## config.mk

```make
export PLATFORM = sky130hd
export DESIGN_NAME = irq_route_regfile
export DESIGN_NICKNAME = d
export VERILOG_FILES = /design/src/rtl/irq_rf_pkg.sv /design/src/rtl/irq_rf_decode.sv /design/src/rtl/irq_rf_entry.sv /design/src/rtl/irq_route_regfile.sv
export SDC_FILE = /design/constraint.sdc
export NUM_CORES = 1
export LEC_CHECK = 0
export CORE_MARGIN = 10
export CORE_UTILIZATION = 59
export CTS_CLUSTER_DIAMETER = 80
export DETAILED_ROUTE_END_ITERATION = 7
export DONT_BUFFER_PORTS = 1
export PLACE_DENSITY = 0.75
export SYNTH_ARGS = -nofsm -noshare
export SYNTH_HDL_FRONTEND = slang
export SYNTH_HIERARCHICAL = 1
export SYNTH_SLANG_ARGS = --single-unit
```

## constraint.sdc

```tcl
create_clock -name clk -period 7.3 [get_ports clk]
set_clock_uncertainty 0.1 [all_clocks]
set_input_delay 0.365 -clock clk [delete_from_list [all_inputs] [get_ports clk]]
set_output_delay 0.365 -clock clk [all_outputs]
set_load 0.01 [all_outputs]
```

## src/rtl/irq_rf_pkg.sv

```systemverilog
package irq_rf_pkg;

    localparam logic [31:0] ID_RESET   = 32'h0000_0000;
    localparam logic [31:0] BCFG_RESET = 32'h0000_0001;
    localparam logic [31:0] LO_RESET   = 32'h0001_0000;
    localparam logic [31:0] HI_RESET   = 32'h0000_0000;

    localparam logic [31:0] ID_WMASK   = 32'h0F00_0000;
    localparam logic [31:0] BCFG_WMASK = 32'h0000_0001;
    localparam logic [31:0] LO_WMASK   = 32'h0001_BFFF;
    localparam logic [31:0] HI_WMASK   = 32'hFF00_0000;

    localparam int RIRR_BIT = 14;

    typedef enum logic [2:0] {
        SEL_ID,
        SEL_VER,
        SEL_BCFG,
        SEL_LO,
        SEL_HI,
        SEL_NONE
    } sel_e;

    function automatic logic [31:0] merge_bits(input logic [31:0] old_v,
                                               input logic [31:0] new_v,
                                               input logic [31:0] mask);
        return (old_v & ~mask) | (new_v & mask);
    endfunction

    function automatic logic [31:0] version_word(input int n_entries);
        return {8'h00, 8'(n_entries - 1), 8'h80, 8'h20};
    endfunction

endpackage

```

## src/rtl/irq_rf_decode.sv

```systemverilog
module irq_rf_decode
    import irq_rf_pkg::*;
#(
    parameter int N_ENTRIES = 24,
    parameter int TBL_BASE  = 16,
    localparam int EW       = (N_ENTRIES > 1) ? $clog2(N_ENTRIES) : 1
) (
    input  logic [7:0]    idx,
    output sel_e          sel,
    output logic [EW-1:0] ent
);

    localparam int TBL_END = TBL_BASE + 2 * N_ENTRIES;

    int off;

    always_comb begin
        sel = SEL_NONE;
        ent = '0;
        off = int'(idx) - TBL_BASE;
        if (idx == 8'h00) begin
            sel = SEL_ID;
        end else if (idx == 8'h01) begin
            sel = SEL_VER;
        end else if (idx == 8'h03) begin
            sel = SEL_BCFG;
        end else if (int'(idx) >= TBL_BASE && int'(idx) < TBL_END) begin
            ent = EW'(off >> 1);
            sel = off[0] ? SEL_HI : SEL_LO;
        end
    end

endmodule

```

## src/rtl/irq_rf_entry.sv

```systemverilog
module irq_rf_entry
    import irq_rf_pkg::*;
(
    input  logic        clk,
    input  logic        rst_n,
    input  logic        lo_we,
    input  logic        hi_we,
    input  logic [31:0] wdata,
    input  logic        set_pulse,
    input  logic        eoi_en,
    input  logic [7:0]  eoi_vec,
    output logic [31:0] lo_rd,
    output logic [31:0] hi_rd,
    output logic        rirr
);

    logic [31:0] lo_q;
    logic [31:0] hi_q;
    logic        rirr_q;
    logic        eoi_match;

    assign eoi_match = eoi_en && (lo_q[7:0] == eoi_vec);

    always_ff @(posedge clk or negedge rst_n) begin
        if (!rst_n) begin
            lo_q   <= LO_RESET;
            hi_q   <= HI_RESET;
            rirr_q <= 1'b0;
        end else begin
            if (lo_we) lo_q <= merge_bits(lo_q, wdata, LO_WMASK);
            if (hi_we) hi_q <= merge_bits(hi_q, wdata, HI_WMASK);
            if (set_pulse)      rirr_q <= 1'b1;
            else if (eoi_match) rirr_q <= 1'b0;
        end
    end

    // bit 14 of lo_q is never written (mask excludes it), so OR-in is exact
    assign lo_rd = lo_q | (32'(rirr_q) << RIRR_BIT);
    assign hi_rd = hi_q;
    assign rirr  = rirr_q;

endmodule

```

## src/rtl/irq_route_regfile.sv

```systemverilog
module irq_route_regfile
    import irq_rf_pkg::*;
#(
    parameter int N_ENTRIES = 24,
    parameter int TBL_BASE  = 16
) (
    input  logic                 clk,
    input  logic                 rst_n,
    input  logic                 idx_we,
    input  logic [7:0]           idx_wdata,
    input  logic                 win_we,
    input  logic [31:0]          win_wdata,
    output logic [31:0]          win_rdata,
    input  logic                 eoi_we,
    input  logic [7:0]           eoi_vec,
    input  logic [N_ENTRIES-1:0] rirr_set,
    output logic [N_ENTRIES-1:0] rirr_status
);

    localparam int EW = (N_ENTRIES > 1) ? $clog2(N_ENTRIES) : 1;
    localparam logic [31:0] VER_WORD = version_word(N_ENTRIES);

    logic [7:0]    idx_q;
    logic [31:0]   id_q;
    logic [31:0]   bcfg_q;
    sel_e          sel;
    logic [EW-1:0] ent;
    logic [31:0]   lo_all [N_ENTRIES];
    logic [31:0]   hi_all [N_ENTRIES];

    irq_rf_decode #(
        .N_ENTRIES (N_ENTRIES),
        .TBL_BASE  (TBL_BASE)
    ) u_decode (
        .idx (idx_q),
        .sel (sel),
        .ent (ent)
    );

    always_ff @(posedge clk or negedge rst_n) begin
        if (!rst_n) begin
            idx_q  <= 8'h00;
            id_q   <= ID_RESET;
            bcfg_q <= BCFG_RESET;
        end else begin
            if (idx_we) idx_q <= idx_wdata;
            if (win_we && sel == SEL_ID)   id_q   <= merge_bits(id_q, win_wdata, ID_WMASK);
            if (win_we && sel == SEL_BCFG) bcfg_q <= merge_bits(bcfg_q, win_wdata, BCFG_WMASK);
        end
    end

    for (genvar i = 0; i < N_ENTRIES; i++) begin : g_ent
        logic lo_we_i;
        logic hi_we_i;

        assign lo_we_i = win_we && (sel == SEL_LO) && (ent == EW'(i));
        assign hi_we_i = win_we && (sel == SEL_HI) && (ent == EW'(i));

        irq_rf_entry u_entry (
            .clk       (clk),
            .rst_n     (rst_n),
            .lo_we     (lo_we_i),
            .hi_we     (hi_we_i),
            .wdata     (win_wdata),
            .set_pulse (rirr_set[i]),
            .eoi_en    (eoi_we),
            .eoi_vec   (eoi_vec),
            .lo_rd     (lo_all[i]),
            .hi_rd     (hi_all[i]),
            .rirr      (rirr_status[i])
        );
    end

    always_comb begin
        unique case (sel)
            SEL_ID:   win_rdata = id_q;
            SEL_VER:  win_rdata = VER_WORD;
            SEL_BCFG: win_rdata = bcfg_q;
            SEL_LO:   win_rdata = lo_all[ent];
            SEL_HI:   win_rdata = hi_all[ent];
            default:  win_rdata = 32'h0;
        endcase
    end

endmodule

```

==> flow_metrics.tcl <==
set metrics [dict create \
    hold_viol 0 \
    wl_per_cell_um 21.86 \
    fillCellCount 6092 \
    synth-seq-cells 613 \
    tns_ns 0 \
    synth-main-ff-cell "dfrtp_1" \
    syn_area_sq_mm 0.04627 \
    cp.arrival_ns 4.82 \
    power.share.clock_pct 41.8 \
    critical_path_required_ns 6.84 \
    syn_area_per_cell_sq_um 12.43 \
    antenna_found_initial 5 \
    track_usage_pct 23.12 \
    htree_levels 3 \
    die_x_um 300.0 \
    grt_max_degree 614 \
    multi_input_area_sq_mm 0.02558 \
    yosys.area.top_type "dfrtp_1" \
    die_area_sq_mm 0.09002 \
    hpwlAfterDp_mm 63.89 \
    overflow 0 \
    core_area_sq_mm 0.07759 \
    critPathKind "flop to output pin" \
    gp_congestion 0.8305 \
    vias_per_cell 5.640 \
    end_kind "output pin" \
    min_period_ns 5.287 \
    path_clk_slew_ns 0.06 \
    grt_pass1_wl_mm 164.0 \
    yosysMostFrequentCell "buf_4" \
    start_util_pct 59.63 \
    pwr-share-comb_pct 15.7 \
    fmax_mhz 189.2 \
    startpoint_type "flop" \
    finalSetupViolCount 0 \
    cts-root-buf "clkbuf_16" \
    vdd_drop_max_uv 167.7 \
    outcome "completed" \
    p_leak_nw 21.10 \
    power.switching_mw 2.248 \
    ys_types 60 \
    drc_errors 0 \
    ant_nets 0 \
    cts_num_sinks 613 \
    nets 3734 \
    drt-total-wl_mm 103.9 \
    postSynth.asyncResetShare_pct 100.0 \
    first_global_vias 28530 \
    finalCoreUtilization_pct 59.34 \
    clockBufferDepth 3 \
    cts_tree "done" \
    placed_cell_area_sq_mm 0.04271 \
    cts_inserted_buffers 68 \
    die_y_um 300.0 \
    cts_resized 0 \
    post-place-ws_ns 2.598 \
    portBuffers 0 \
    cap_violations 0 \
    area_delta_synth_final_pct -0.4868 \
    drive_gt1_share_pct 32.13 \
    swShare_pct 26.81 \
    rsz0062_at_grt "false" \
    drt-initial-drc-count 2177 \
    hp-class "primary input to flop" \
    vias 26810 \
    slew_headroom_pct 18.72 \
    ios 133 \
    clk_latency_ns 0.62 \
    period_share_pct 72.42 \
    synthTopCellsByCount "968 x buf_4, 588 x dfrtp_1, 362 x mux4_2" \
    cellInternalPower_mw 6.136 \
    total_power_mw 8.383 \
    yosysTopAreaCellShare_pct 31.80 \
    power_density_mw_per_mm2 182.1 \
    whs_ns 0.07592 \
    maxSlewViolCount 0 \
    worst_slew_pin_slew_ns 1.215 \
    drt-pass1-iter-count 5 \
    synth.area.top_cells "dfrtp_1 32%, mux4_2 18%, buf_4 16%, mux2_2 8.8%, mux2_4 7.8%" \
    yosysSeqAreaShare_pct 33.22 \
    synth_cells 3722 \
    rows 102 \
    setup_slack_ns 2.013 \
    synth-edff-count 0 \
    placed_cells 4529 \
    crit_fanout 40 \
    final-seq-area_sq_mm 0.01537 \
    ys.warnings.count 6 \
    seqPwrFrac_pct 42.5 \
    final_area_sq_mm 0.04604 \
    final_cells 4753 \
]
-- area by class of cell --
cell class / instances / area share [%]
clock inverter: 25 / 0.6957
inverter: 3 / 0.02446
antenna: 6 / 0.03261
tap: 1040 / 2.826
timing repair buffer: 146 / 3.228
sequential: 613 / 33.38
multi-input combinational: 2824 / 55.56
clock buffer: 96 / 4.253
-- logic make-up (layout without fill, tap and decap cells) --
group	after synthesis	in the layout	share of synthesized area [%]
xor+xnor	192	192	3.634
fa+ha+maj	1	1	0.02704
buf+inv	1197	270	19.18
other cells	24	942	0.1947
flops	613	613	33.22
mux	1010	1010	35.21
compound gates	258	258	3.959
simple gates	427	427	4.570
-- critical path, cell delays in order, from the launching register on --
cell and delay (ns):
dfrtp_1 0.38, inv_1 0.06, ha_1 0.29, nor3_1 0.32
and2_4 0.62, buf_4 0.77, mux4_2 0.59, a22oi_1 0.48
a22o_1 0.37, o211ai_1 0.26
-- registers in the layout, summed over array words and instances, names as in the netlist --
register,cells
g_ent.u_entry/lo_q,384
idx_q,8
id_q,4
g_ent.u_entry/rirr,24
bcfg_q,1
g_ent.u_entry/hi_rd,192
-- routing by layer --
| metal | track usage [%] | up-vias | share of wire (%) |
|---|---|---|---|
| li1 | - | 11560 | - |
| met1 | 30.82 | 14030 | 41 |
| met2 | 37.67 | 1011 | 48 |
| met3 | 4.570 | 200 | 7.7 |
| met4 | 7.526 | 0 | 3.0 |
| met5 | 0 | - | 0 |
-- power by group through the flow --
| stage | Sequential [mW] | Combinational, mW | Clock [mW] |
|---|---|---|---|
| final | 3.56 | 1.32 | 3.50 |
| after global routing | 3.57 | 1.44 | 3.70 |
| after CTS | 3.56 | 1.21 | 3.54 |
| after detailed placement | 3.62 | 1.11 | 0 |
| after global placement | 3.61 | 1.10 | 0 |
| after floorplan | 3.60 | 1.29 | 0 |
-- cells in the final DEF (no fill, tap or decap), drive strengths merged, types with 19 or more instances in the layout --
master       Yosys  routed
nor4            28      28
clkbuf          73      96
nor2            85      85
mux4           362     362
mux2           600     600
o21ai           32      32
a31oi           25      25
nor3            34      34
xor2           192     192
nor3b           25      25
conb            24     936
dlygate4sd3      0      92
dfstp           25      25
buf           1121      54
nand3          140     140
mux2i           48      48
o22ai           19      19
nand2           75      75
dfrtp          588     588
a22oi          124     124
-- path summary, 6_finish.rpt --
check                                                    to                        start  depth (start not counted)  slack (ns)
worst min register to register  g_ent[22].u_entry/hi_rd[31]  g_ent[22].u_entry/hi_rd[31]                          1        0.40
min in group asynchronous        g_ent[6].u_entry/hi_rd[27]                        rst_n                          2        0.37
worst max register to register     g_ent[6].u_entry/lo_q[1]                     idx_q[4]                         11        2.74
max in group asynchronous         g_ent[7].u_entry/lo_q[10]                        rst_n                          4        4.26
worst min-delay path                 g_ent[16].u_entry/rirr                   eoi_vec[2]                          3        0.08
worst max-delay path                           win_rdata[0]                     idx_q[4]                          9        2.01
-- what timing repair did --
action,CTS,global route
hold buffers,93,1
buffers inserted,0,0
endpoints found under the hold margin,1226,198
No activity file was read; power rests on OpenSTA's default activity.
